<file path="src/rtl/tdc_cal_pkg.sv">
package tdc_cal_pkg;
  // event lanes fed to the accumulators
  typedef enum int unsigned {
    EV_SEL    = 0,
    EV_ANY_HI = 1,
    EV_ALL_HI = 2,
    EV_ANY_LO = 3,
    EV_ALL_LO = 4
  } ev_lane_e;
  localparam int unsigned EV_N = 5;
endpackage

</file>
<file path="src/rtl/tdc_cal_window.sv">
module tdc_cal_window #(
  parameter int unsigned WIN_LOG2 = 20,
  parameter int unsigned CNT_W    = WIN_LOG2 + 1
) (
  input  logic             clk_i,
  input  logic             rst_ni,
  input  logic             start_i,
  input  logic             clear_i,
  output logic             launch_o,
  output logic             busy_o,
  output logic             done_o,
  output logic [CNT_W-1:0] ref_cnt_o
);
  localparam logic [CNT_W-1:0] WinLen  = CNT_W'(1) << WIN_LOG2;
  localparam logic [CNT_W-1:0] WinLast = WinLen - CNT_W'(1);

  logic             busy_q, done_q;
  logic [CNT_W-1:0] ref_q;
  logic             last;

  assign launch_o = start_i & ~clear_i;
  assign last     = busy_q & (ref_q == WinLast);

  always_ff @(posedge clk_i or negedge rst_ni) begin
    if (!rst_ni) begin
      busy_q <= 1'b0;
      done_q <= 1'b0;
      ref_q  <= '0;
    end else if (clear_i) begin
      busy_q <= 1'b0;
      done_q <= 1'b0;
      ref_q  <= '0;
    end else if (start_i) begin
      busy_q <= 1'b1;
      done_q <= 1'b0;
      ref_q  <= '0;
    end else if (busy_q) begin
      ref_q <= ref_q + CNT_W'(1);
      if (last) begin
        busy_q <= 1'b0;
        done_q <= 1'b1;
      end
    end
  end

  assign busy_o    = busy_q;
  assign done_o    = done_q;
  assign ref_cnt_o = ref_q;


  ref_bound_chk: assert property (@(posedge clk_i) disable iff (!rst_ni)
    ref_q <= WinLen);

  done_hold_chk: assert property (@(posedge clk_i) disable iff (!rst_ni)
    (done_q && !start_i && !clear_i) |=> done_q);

  done_len_chk: assert property (@(posedge clk_i) disable iff (!rst_ni)
    $rose(done_q) |-> (ref_q == WinLen));

  clear_idle_chk: assert property (@(posedge clk_i) disable iff (!rst_ni)
    clear_i |=> (!busy_q && !done_q && ref_q == '0));
endmodule

</file>
<file path="src/rtl/tdc_cal_evt.sv">
module tdc_cal_evt
  import tdc_cal_pkg::*;
#(
  parameter int unsigned N_STAGES = 32,
  parameter int unsigned SEL_W    = (N_STAGES > 1) ? $clog2(N_STAGES) : 1
) (
  input  logic                clk_i,
  input  logic                rst_ni,
  input  logic                launch_i,
  input  logic                busy_i,
  input  logic [SEL_W-1:0]    sel_i,
  input  logic [N_STAGES-1:0] stage_i,
  output logic [EV_N-1:0]     hit_o
);
  logic [SEL_W-1:0] sel_q;

  // index is captured only at launch; mid-window changes are ignored
  always_ff @(posedge clk_i or negedge rst_ni) begin
    if (!rst_ni)       sel_q <= '0;
    else if (launch_i) sel_q <= sel_i;
  end

  always_comb begin
    hit_o            = '0;
    hit_o[EV_SEL]    = stage_i[sel_q];
    hit_o[EV_ANY_HI] = |stage_i;
    hit_o[EV_ALL_HI] = &stage_i;
    hit_o[EV_ANY_LO] = ~&stage_i;
    hit_o[EV_ALL_LO] = ~|stage_i;
  end


  sel_hold_chk: assert property (@(posedge clk_i) disable iff (!rst_ni)
    (busy_i && !launch_i) |=> $stable(sel_q));
endmodule

</file>
<file path="src/rtl/tdc_cal_acc.sv">
module tdc_cal_acc #(
  parameter int unsigned CNT_W = 21
) (
  input  logic             clk_i,
  input  logic             rst_ni,
  input  logic             clr_i,
  input  logic             en_i,
  output logic [CNT_W-1:0] cnt_o
);
  always_ff @(posedge clk_i or negedge rst_ni) begin
    if (!rst_ni)    cnt_o <= '0;
    else if (clr_i) cnt_o <= '0;
    else if (en_i)  cnt_o <= cnt_o + CNT_W'(1);
  end


  no_overflow_chk: assert property (@(posedge clk_i) disable iff (!rst_ni)
    (!clr_i && !en_i) |=> $stable(cnt_o));
endmodule

</file>
<file path="src/rtl/tdc_cal_counter.sv">
module tdc_cal_counter
  import tdc_cal_pkg::*;
#(
  parameter int unsigned N_STAGES = 32,
  parameter int unsigned WIN_LOG2 = 20,
  parameter int unsigned SEL_W    = (N_STAGES > 1) ? $clog2(N_STAGES) : 1,
  parameter int unsigned CNT_W    = WIN_LOG2 + 1
) (
  input  logic                clk_i,
  input  logic                rst_ni,
  input  logic                start_i,
  input  logic                clear_i,
  input  logic [SEL_W-1:0]    sel_i,
  input  logic [N_STAGES-1:0] stage_i,
  output logic                busy_o,
  output logic                done_o,
  output logic [CNT_W-1:0]    ref_cnt_o,
  output logic [CNT_W-1:0]    stage_cnt_o,
  output logic [CNT_W-1:0]    any_hi_o,
  output logic [CNT_W-1:0]    all_hi_o,
  output logic [CNT_W-1:0]    any_lo_o,
  output logic [CNT_W-1:0]    all_lo_o,
  output logic [CNT_W-1:0]    hi_range_o,
  output logic [CNT_W-1:0]    lo_range_o
);
  logic                 launch, busy, done;
  logic [EV_N-1:0]      hit;
  logic [CNT_W-1:0]     cnt [EV_N];

  tdc_cal_window #(.WIN_LOG2(WIN_LOG2), .CNT_W(CNT_W)) i_window (
    .clk_i    (clk_i),
    .rst_ni   (rst_ni),
    .start_i  (start_i),
    .clear_i  (clear_i),
    .launch_o (launch),
    .busy_o   (busy),
    .done_o   (done),
    .ref_cnt_o(ref_cnt_o)
  );

  tdc_cal_evt #(.N_STAGES(N_STAGES), .SEL_W(SEL_W)) i_evt (
    .clk_i   (clk_i),
    .rst_ni  (rst_ni),
    .launch_i(launch),
    .busy_i  (busy),
    .sel_i   (sel_i),
    .stage_i (stage_i),
    .hit_o   (hit)
  );

  for (genvar k = 0; k < EV_N; k++) begin : g_acc
    tdc_cal_acc #(.CNT_W(CNT_W)) i_acc (
      .clk_i (clk_i),
      .rst_ni(rst_ni),
      .clr_i (clear_i | launch),
      .en_i  (busy & hit[k]),
      .cnt_o (cnt[k])
    );
  end

  assign busy_o      = busy;
  assign done_o      = done;
  assign stage_cnt_o = cnt[EV_SEL];
  assign any_hi_o    = cnt[EV_ANY_HI];
  assign all_hi_o    = cnt[EV_ALL_HI];
  assign any_lo_o    = cnt[EV_ANY_LO];
  assign all_lo_o    = cnt[EV_ALL_LO];
  assign hi_range_o  = done ? (cnt[EV_ANY_HI] - cnt[EV_ALL_HI]) : '0;
  assign lo_range_o  = done ? (cnt[EV_ANY_LO] - cnt[EV_ALL_LO]) : '0;


  hi_order_chk: assert property (@(posedge clk_i) disable iff (!rst_ni)
    all_hi_o <= any_hi_o);

  lo_order_chk: assert property (@(posedge clk_i) disable iff (!rst_ni)
    all_lo_o <= any_lo_o);

  frozen_chk: assert property (@(posedge clk_i) disable iff (!rst_ni)
    (done && !start_i && !clear_i) |=> ($stable(stage_cnt_o) && $stable(any_hi_o)
      && $stable(all_hi_o) && $stable(any_lo_o) && $stable(all_lo_o)));

  range_idle_chk: assert property (@(posedge clk_i) disable iff (!rst_ni)
    !done |-> (hi_range_o == '0 && lo_range_o == '0));

  start_clear_chk: assert property (@(posedge clk_i) disable iff (!rst_ni)
    (start_i && !clear_i) |=> (busy && stage_cnt_o == '0 && any_hi_o == '0
      && all_lo_o == '0));

  excl_chk: assert property (@(posedge clk_i) disable iff (!rst_ni)
    !(busy && done));
endmodule

</file>
<file path="config.mk">
export PLATFORM = sky130hd
export DESIGN_NAME = tdc_cal_counter
export DESIGN_NICKNAME = d
export VERILOG_FILES = /design/src/rtl/tdc_cal_pkg.sv /design/src/rtl/tdc_cal_window.sv /design/src/rtl/tdc_cal_evt.sv /design/src/rtl/tdc_cal_acc.sv /design/src/rtl/tdc_cal_counter.sv
export SDC_FILE = /design/constraint.sdc
export NUM_CORES = 1
export LEC_CHECK = 0
export BUFFER_PORTS_ARGS = -buffer_cell sky130_fd_sc_hd__buf_4
export CORE_UTILIZATION = 50
export DETAILED_ROUTE_END_ITERATION = 8
export PLACE_DENSITY = 0.88
export SLEW_MARGIN = 20
export SYNTH_ARGS = -nofsm -noshare
export SYNTH_HDL_FRONTEND = slang
export SYNTH_SLANG_ARGS = --single-unit
</file>
<file path="constraint.sdc">
create_clock -name clk_i -period 3.3 [get_ports clk_i]
set_input_delay 0.66 -clock clk_i [delete_from_list [all_inputs] [get_ports clk_i]]
set_output_delay 0.66 -clock clk_i [all_outputs]
set_load 0.02 [all_outputs]
</file>
==> impl_metrics.csv, run 1 <==
group,metric,value,unit
run_status,status,"complete, but fails checks",
run_status,failed_checks,"setup timing",
global_routing,antenna_found_initial,0,
hold_path,hold_path_class,"in -> async",
floorplan,io_pins,211,
timing,rsz0062_at_grt,"yes",
placement,finalWeightedCongestion,0.9392,
setup_path,worst_setup_path_start_kind,"flop",
placement,dp_hpwl,19.13,mm
routing,wirelength,28.53,mm
pwr,power,4.037,mW
setup_path,crit_type,"reg -> out",
global_routing,overflow,0,
setup_path,critical_path.cell_chain,"inv_1 > ha_2 > inv_2 > fa_2 > a211o_1 > o211ai_1 > a221o_1 > o221ai_4 > a221oi_2 > xor2_1 > nor2_2 > buf_6",
floorplan,initial_core_util,0.5091,
setup_path,cp_max_fo,3,
clock_tree,holdBufCountCts,0,
setup_path,cp_num_buf_inv,3,
setup_path,max_stage_delay,0.38,ns
routing,initialDrtViolationCount,662,
synthesis,synth_top_area_cell,"dfrtp_1",
setup_path,crit_family,"compound AO/OA/AOI/OAI gates",
timing,min_period,3.659,ns
global_routing,met1_usage,0.3548,
clock_tree,clockBufferDepth,2,
placement,io_buffers,210,
synthesis,ys.flop_type,"dfrtp_1",
placement,placedCellCount,1479,
global_routing,grt_usage,0.2935,
pwr,ir_drop,0.3908,mV
floorplan,core,17900,um^2
timing,fmax,273.3,MHz
global_routing,grt_pass1_wl,42.88,mm
timing,setup_violations,20,
synthesis,netlist-cell-type-count,67,
setup_path,worstPathArrival,3.00,ns
global_routing,use_met3,0.08074,
setup_path,worst_ep_required_time,2.64,ns
clock_tree,clock_latency,0.43,ns
routing,routed_via_density,5.968,
timing,hold_viol_final,0,
synthesis,synth_warnings,0,
synthesis,yosys-top-cells-count,"nor2_1, dfrtp_1, nand2_1",
clock_tree,cts_root_buf,"clkbuf_16",
synthesis,syn_nets,1127,
clock_tree,numCtsBuffers,17,
finish,diodes,0,
pwr,total_leakage_power,5.779,nW
routing,via_count,9191,
finish,fillers,1346,
floorplan,dieArea,18770,um^2
floorplan,die_w,137.0,um
synthesis,syn_inst,1038,
timing,skew,0.009034,ns
setup_path,critPathCaptureType,"output pin",
timing,worstMarginPinSlew,0.8524,ns
clock_tree,clock-sinks,133,
clock_tree,h-tree-depth,4,
timing,drv_slew,0,
global_routing,grt_pass1_vias,8732,
finish,layoutNonFillerInstCount,1540,
synthesis,ys_ff_latch,133,
routing,dr.pass1.iters,5,
timing,post-route-period-util,1.109,
timing,slew_headroom,0.4283,
routing,drc,0,
timing,layout_setup_ws,-0.3594,ns
finish,nets,1387,
routing,ant_nets,0,
routing,wl_per_cell,18.53,um
global_routing,busiest_layer,"met2",
synthesis,synth.most_common_cell,"nor2_1",
timing,whs,0.1672,ns
finish,final_util,0.6922,
synthesis,async_flop_share,1.000,
global_routing,grt.met2_usage,0.4809,
clock_tree,clk_pin_slew,0.06,ns
floorplan,die_h,137.0,um
floorplan,row_count,49,
pwr,p_per_area,325.8,nW/um^2
finish,drive_gt1_frac,0.3051,
setup_path,cpMaxStageDelayCell,"dfrtp_1",
synthesis,synth-seq-area-share,0.3652,
global_routing,grt_max_degree,75,
synthesis,synth_area,9114,um^2
synthesis,synth_top_area_frac,0.3652,
synthesis,yosys-top-cells-area,"dfrtp_1, nor2_1, ha_1",
synthesis,synth_edf_count,0,
flow_run,drv_cap,0,
clock_tree,cts_tree,"built",
synthesis,syn_avg_cell_area,8.780,um^2
finish,synthToLayoutAreaGrowth,35.97,%
## logic make-up (layout without fill, tap and decap cells)
kind of cell	after synthesis	after routing	share of synthesized area
adders and majority gates	48	48	0.06755
and+or+nand+nor	447	447	0.2403
AOI/OAI and AO/OA	165	165	0.1234
muxes	31	31	0.04407
xor gates and xnor gates	119	119	0.1144
buffers and inverters	95	368	0.04517
DFF	133	133	0.3652
## per-layer routing
metal,part of all wire,routed length [um],vias to the layer above
met4,0.041,1175,0
met3,0.086,2455,110
met5,0,0,-
met2,0.48,13790,478
li1,-,-,4173
met1,0.39,11120,4430
## final cells by class
class / instances / area [um^2] / share of cell area
multi-input combinational: 810 / 5779 / 0.4664
sequential: 133 / 3331 / 0.2688
timing repair buffer: 278 / 2126 / 0.1715
clock buffer: 21 / 480.5 / 0.03877
tap: 229 / 286.5 / 0.02312
inverter: 58 / 217.7 / 0.01757
clock inverter: 11 / 171.4 / 0.01383
## through the flow
step,setup WS (ns),setup TNS [ns],cell area (um^2)
detailed placement,-0.09806,-0.1328,11110
global route,-0.4670,-5.742,12390
finish,-0.3594,-2.653,12390
floorplan,0.00007927,0,9125
global placement,-0.01335,-0.01335,11110
CTS,-0.2977,-1.571,12120
## path summary, 6_finish.rpt
| path | startpoint | endpoint | slack [ns] | cells after the start |
|---|---|---|---|---|
| min | rst_ni | g_acc[3].i_acc.cnt_o[9]$_DFFE_PN0P_ | 0.17 | 1 |
| max reg2reg | i_evt.sel_q[1]$_DFFE_PN0P_ | g_acc[0].i_acc.cnt_o[17]$_DFFE_PN0P_ | 0.52 | 7 |
| max in group asynchronous | rst_ni | g_acc[0].i_acc.cnt_o[12]$_DFFE_PN0P_ | 2.39 | 2 |
| max | g_acc[3].i_acc.cnt_o[0]$_DFFE_PN0P_ | lo_range_o[18] | -0.36 | 12 |
| min in group clk_i | clear_i | i_window.busy_o$_DFF_PN0_ | 0.46 | 2 |
| min reg2reg | i_window.ref_cnt_o[20]$_DFFE_PN0P_ | i_window.ref_cnt_o[20]$_DFFE_PN0P_ | 0.55 | 2 |
## worst register-to-register path, cell delays in order (launching register included)
cell,delay [ns]
dfrtp_1,0.66
mux4_1,0.63
mux2_2,0.28
nand3_1,0.12
a41oi_4,0.17
and4_1,0.43
nand4_1,0.22
mux2i_1,0.20
## cells in the final DEF (no fill, tap or decap), drive strengths merged, types with 22 or more instances in the layout
master and instances:
buf 278, nand3 45, nand4 28, inv 58
ha 46, o21ai 34, dfrtp 133, and3 31
nor2 165, a21oi 41, xnor2 63, nand2 80
xor2 56, or3 22
## sequential cells by signal, indices dropped and copies added (netlist names)
signal	cells
g_acc.i_acc.cnt_o	105
i_window.ref_cnt_o	21
i_window.busy_o	1
i_evt.sel_q	5
i_window.done_o	1
## where the power goes
group / internal [mW] / switching (mW) / total, mW
combinational: 0.116 / 0.143 / 0.258
clock: 1.35 / 0.758 / 2.11
sequential: 1.64 / 0.0300 / 1.67
total: 3.11 / 0.930 / 4.04
## what timing repair did
item                       CTS  global route
setup endpoints to repair   21            24
setup buffers               23             9
pin swaps                   29            21
resized for setup           43            44
gates cloned                 0             0
No activity file was read; power rests on OpenSTA's default activity.
==> run 2: changes to the inputs <==
==> constraint.sdc (replaced) <==
create_clock -name clk_i -period 3.3 [get_ports clk_i]
set_input_delay 0.33 -clock clk_i [delete_from_list [all_inputs] [get_ports clk_i]]
set_output_delay 0.33 -clock clk_i [all_outputs]
set_load 0.02 [all_outputs]
==> run 2 against run 1 <==
Compared with the run above: the run now ends clean; clock power is 6% lower; power is 2.8% lower; sequential power barely moved; clock skew rose by 0.00075 ns; first-iteration DRC count is 16% lower; global-route usage decreased by 1.1 points; utilization fell by 2.7 points; cell area shrank 4.0%; largest cell class unchanged.
==> impl_metrics.csv, run 2 (synthesis gave the netlist of run 1 again) <==
group,metric,value,unit
run_status,status,"finished clean",
routing,wl_per_cell,17.41,um
routing,dr.pass1.iters,5,
finish,diodes,0,
routing,wirelength,26.36,mm
timing,whs,0.1371,ns
floorplan,io_pins,211,
clock_tree,clock_latency,0.42,ns
setup_path,critPathCaptureType,"output pin",
pwr,power,3.925,mW
floorplan,initial_core_util,0.5091,
timing,fin_setup_tns,0,ns
timing,hold_viol_final,0,
routing,via_count,8762,
timing,fmax,307.0,MHz
floorplan,row_count,49,
timing,drv_slew,0,
setup_path,worst_ep_required_time,2.97,ns
timing,slew_headroom,0.3546,
clock_tree,h-tree-depth,4,
clock_tree,cts_tree,"built",
placement,io_buffers,210,
global_routing,grt_usage,0.2825,
pwr,ir_drop,0.3405,mV
finish,regMostFlops,"g_acc.i_acc.cnt_o",
floorplan,die_h,137.0,um
finish,fillers,1400,
setup_path,crit_type,"reg -> out",
finish,drive_gt1_frac,0.2615,
timing,worstMarginPinSlew,0.9623,ns
finish,final_util,0.6648,
finish,regArea,3331,um^2
timing,post-route-period-util,0.9870,
timing,min_period,3.257,ns
timing,rsz0062_at_grt,"yes",
clock_tree,clock-sinks,133,
clock_tree,cts_root_buf,"clkbuf_16",
clock_tree,clk_pin_slew,0.05,ns
setup_path,ff2ff_path_depth,7,
finish,nets,1361,
placement,dp_hpwl,18.77,mm
pwr,p_per_area,329.8,nW/um^2
global_routing,grt_pass1_wl,41.58,mm
timing,skew,0.009784,ns
hold_path,whs_path_depth,2,
finish,mostFrequentLayoutCells,"buf_4, nor2_1, dfrtp_1, nand2_1, xnor2_1",
global_routing,grt_max_degree,76,
clock_tree,clockBufferDepth,2,
placement,finalWeightedCongestion,0.9359,
setup_path,cp_max_fo,4,
finish,largest_reg_flops,105,
global_routing,antenna_found_initial,0,
finish,multiInputGateArea,5528,um^2
timing,setup_violations,0,
floorplan,die_w,137.0,um
global_routing,grt_pass1_vias,8347,
routing,ant_nets,0,
routing,routed_via_density,5.787,
floorplan,dieArea,18770,um^2
routing,initialDrtViolationCount,558,
hold_path,hold_path_class,"in -> reg",
setup_path,worst_setup_path_start_kind,"flop",
clock_tree,numCtsBuffers,17,
global_routing,overflow,0,
pwr,total_leakage_power,5.558,nW
finish,layout_commonest_cell,"buf_4",
finish,synthToLayoutAreaGrowth,30.59,%
floorplan,core,17900,um^2
routing,drc,0,
flow_run,drv_cap,0,
setup_path,worstPathArrival,2.93,ns
==> run 2: cell count changes in the layout (fill, tap and decap cells not counted), moves of 3 or more <==
cell     previous run  this run
ha_1               32        39
o21ai_1             6         1
ha_4               13         4
buf_6               7         3
xnor2_2             3         0
a21oi_1            32        38
buf_4             270       247
xnor2_1            60        63
o21ai_0            26        32
a21oi_2             9         3
==> run 2: final timing paths <==
check	startpoint	to	slack, ns
setup reg to reg	i_evt.sel_q[1]$_DFFE_PN0P_	g_acc[0].i_acc.cnt_o[19]$_DFFE_PN0P_	0.50
hold / removal	clear_i	i_window.busy_o$_DFF_PN0_	0.14
setup / recovery	g_acc[1].i_acc.cnt_o[0]$_DFFE_PN0P_	hi_range_o[18]	0.04
min in group asynchronous	rst_ni	g_acc[3].i_acc.cnt_o[10]$_DFFE_PN0P_	0.51
max in group asynchronous	rst_ni	g_acc[1].i_acc.cnt_o[1]$_DFFE_PN0P_	2.00
hold reg to reg	g_acc[0].i_acc.cnt_o[20]$_DFFE_PN0P_	g_acc[0].i_acc.cnt_o[20]$_DFFE_PN0P_	0.55
==> run 2: per-stage QoR <==
| stage | std cells | cell area [um^2] | worst slack (ns) |
|---|---|---|---|
| 2_1_floorplan | 1038 | 9114 | 0.2947 |
| 3_3_place_gp | 1455 | 10910 | 0.1741 |
| 3_5_place_dp | 1455 | 10910 | 0.1051 |
| 4_1_cts | 1501 | 11730 | -0.02380 |
| 5_1_grt | 1514 | 11900 | -0.07863 |
| 6_report | 1514 | 11900 | 0.04294 |
==> run 2: cell type report <==
class                           instances  share of cell area
Tap cell                              229             0.02407
Multi-Input combinational cell        810              0.4645
Clock inverter                         10             0.01230
Sequential cell                       133              0.2799
Clock buffer                           22             0.03984
Timing Repair Buffer                  252              0.1612
Inverter                               58             0.01829
==> run 2: report_power, final <==
group	total (mW)	internal (mW)	switching, mW
Sequential	1.67	1.64	0.0306
Clock	1.99	1.25	0.740
Combinational	0.256	0.115	0.141
Total	3.92	3.01	0.912
==> run 2: metal layers <==
metal	up-vias	routed length, um	global-route usage
li1	4122	-	-
met1	4294	11050	0.3561
met2	289	12820	0.4627
met3	57	1854	0.07333
met4	0	635	0.1074
met5	-	0	0
==> run 2: repair_timing <==
action                     4_1_cts  5_1_grt
pin swaps                       13       14
setup endpoints to repair        8       14
buffers inserted                13       13
hold endpoints to repair        74        0
resized for setup               20       20
hold buffers                     1        0
cloned                           0        0
==> run 2: worst max-delay path, stage by stage (launching register included) <==
cell and delay [ns]:
dfrtp_1 0.38, inv_2 0.08, ha_4 0.12, inv_2 0.03, fa_2 0.34, a211oi_2 0.23
o21ai_2 0.09, nand2_1 0.09, o211ai_1 0.13, a221o_1 0.42, a2111o_1 0.40, nand3_2 0.07
buf_6 0.11
==> run 3: changes to the inputs <==
- PLACE_DENSITY: 0.88 -> 0.78
==> run 3 against run 2 <==
Compared with the run above: the flow now finishes with violations (setup timing); non-clock buffer count fell by 12; sequential cell count stayed put; power decreased by 4.1%; die area unchanged; sequential share of layout area grew 0.33 points; register-to-register slack better by 0.03 ns; combinational power decreased by 2%; cell count down 0.92%; critical path type unchanged; highest routed layer unchanged.
==> impl_metrics.csv, run 3 (synthesis gave the netlist of run 1 again) <==
group,metric,value,unit
clock_tree,numCtsBuffers,17,
global_routing,grt_max_degree,84,
finish,synthToLayoutAreaGrowth,29.06,%
global_routing,grt_pass1_wl,40.04,mm
placement,finalWeightedCongestion,0.8992,
setup_path,critPathCaptureType,"output pin",
setup_path,cpMostUsedCell,"inv_2",
pwr,power_frac_clock,0.488,
pwr,seqPwrFrac,0.445,
routing,routed-wl-met3,1.737,mm
timing,hold_viol_final,0,
floorplan,core,17900,um^2
routing,wl_per_cell,16.89,um
setup_path,crit_family,"compound AO/OA/AOI/OAI gates",
global_routing,grt_pass1_vias,8100,
setup_path,cpMaxStageDelayCell,"a221o_1",
pwr,switchingPower,0.9071,mW
routing,top_layer,"met4",
run_status,status,"complete, but fails checks",
finish,nets,1349,
pwr,combPwrFrac,0.067,
timing,post-route-period-util,1.021,
finish,final_util,0.6570,
floorplan,row_count,49,
clock_tree,cts_root_buf,"clkbuf_16",
routing,routed_via_density,5.681,
routing,dr_wl_met2,12.01,mm
routing,drc,0,
setup_path,worst_setup_path_start_kind,"flop",
pwr,total_leakage_power,5.471,nW
routing,initialDrtViolationCount,541,
finish,diodes,0,
hold_path,hold_path_class,"in -> reg",
finish,layout_commonest_cell,"buf_4",
timing,slew_headroom,0.4299,
finish,largest_reg_flops,105,
global_routing,overflow,0,
floorplan,die_w,137.0,um
pwr,power,3.765,mW
clock_tree,clk_pin_slew,0.06,ns
placement,preCtsSetupSlack,0.1384,ns
timing,skew,0.01242,ns
floorplan,io_pins,211,
setup_path,critical_path.cell_chain,"inv_2 > ha_4 > inv_2 > fa_2 > a211oi_2 > o21ai_2 > nand2_1 > o211ai_1 > a221o_1 > a2111o_1 > nand3_2 > buf_6",
floorplan,die_h,137.0,um
setup_path,cp_max_fo,5,
pwr,internal_power,2.858,mW
clock_tree,clockBufferDepth,2,
setup_path,worstPathArrival,3.04,ns
finish,fin_area,11760,um^2
floorplan,initial_core_util,0.5091,
setup_path,cp_num_buf_inv,3,
global_routing,antenna_found_initial,0,
pwr,swShare,0.2409,
pwr,p_per_area,320.1,nW/um^2
timing,min_period,3.368,ns
timing,setup_violations,3,
routing,ant_nets,0,
pwr,ir_drop,0.3537,mV
timing,layout_setup_ws,-0.06826,ns
routing,wl_met1,10.94,mm
timing,drv_slew,0,
routing,wirelength,25.33,mm
finish,drive_gt1_frac,0.2533,
clock_tree,h-tree-depth,4,
setup_path,crit_type,"reg -> out",
setup_path,worst_ep_required_time,2.97,ns
timing,fmax,296.9,MHz
routing,dr.pass1.iters,5,
routing,via_count,8522,
placement,dp_hpwl,18.57,mm
clock_tree,clock_latency,0.41,ns
floorplan,dieArea,18770,um^2
timing,fin_setup_tns,-0.1230,ns
placement,io_buffers,210,
placement,placed_cell_area,10910,um^2
timing,rsz0062_at_grt,"yes",
setup_path,max_stage_delay,0.44,ns
run_status,failed_checks,"setup timing",
timing,worstMarginPinSlew,0.8500,ns
clock_tree,cts_tree,"built",
global_routing,grt_usage,0.2722,
flow_run,drv_cap,0,
finish,regMostFlops,"g_acc.i_acc.cnt_o",
clock_tree,clock-sinks,133,
finish,mostFrequentLayoutCells,"buf_4, nor2_1, dfrtp_1, nand2_1, xnor2_1",
==> run 3: cell types whose count changed in the layout (fill, tap and decap cells not counted), moves of 2 or more <==
cell and change:
buf_4 -12, inv_2 -2, clkbuf_8 -3, clkinv_2 +4
inv_1 +2, clkbuf_1 -2
==> run 3: timing repair <==
item | 4_1_cts | 5_1_grt
setup endpoints to repair | 8 | 13
resized for setup | 11 | 27
hold endpoints to repair | 50 | 0
hold buffers | 1 | 0
buffers inserted | 7 | 8
pin swaps | 6 | 12
==> run 3: worst reg2reg max path, stage by stage (launching register included) <==
cell and delay (ns):
dfrtp_1 0.66, mux4_1 0.64, mux2_2 0.28, nand3_1 0.12, a41oi_4 0.17, and4_1 0.44, nand4_1 0.21, mux2i_1 0.18
==> run 3: path summary, 6_finish.rpt <==
path	start	to	slack, ns	cells after the start
max in group asynchronous	rst_ni	g_acc[1].i_acc.cnt_o[1]$_DFFE_PN0P_	2.03	3
worst max register to register	i_evt.sel_q[1]$_DFFE_PN0P_	g_acc[0].i_acc.cnt_o[17]$_DFFE_PN0P_	0.53	7
worst min-delay path	clear_i	i_window.busy_o$_DFF_PN0_	0.14	2
worst min register to register	i_window.ref_cnt_o[20]$_DFFE_PN0P_	i_window.ref_cnt_o[20]$_DFFE_PN0P_	0.56	2
worst max-delay path	g_acc[1].i_acc.cnt_o[0]$_DFFE_PN0P_	hi_range_o[18]	-0.07	12
min in group asynchronous	rst_ni	i_window.ref_cnt_o[8]$_DFFE_PN0P_	0.42	2
==> run 3: metal layers <==
metal | global-route usage | up-vias
met4 | 0.1105 | 0
met1 | 0.3586 | 4074
li1 | - | 4099
met2 | 0.4352 | 296
met3 | 0.05556 | 53
met5 | 0 | -
==> run 3: power groups by stage <==
stage | Clock [mW] | Sequential, mW | Combinational [mW]
detailed placement | 0 | 1.70 | 0.249
global route | 1.95 | 1.68 | 0.278
CTS | 1.87 | 1.67 | 0.252
global placement | 0 | 1.70 | 0.246
finish | 1.84 | 1.67 | 0.252
floorplan | 0 | 1.69 | 0.145
==> run 3: final cells by class <==
| cell class | count | area, um^2 |
|---|---|---|
| Clock buffer | 17 | 425.4 |
| Clock inverter | 13 | 136.4 |
| Fill cell | 1518 | 6140 |
| Inverter | 58 | 217.7 |
| Multi-Input combinational cell | 810 | 5538 |
| Sequential cell | 133 | 3331 |
| Tap cell | 229 | 286.5 |
| Timing Repair Buffer | 240 | 1828 |
==> run 3: through the flow <==
step	hold slack, ns	std cells
2_1_floorplan	0.03441	1038
3_3_place_gp	0.3076	1454
3_5_place_dp	0.3037	1454
4_1_cts	0.1292	1492
5_1_grt	0.1386	1500
6_report	0.1444	1500
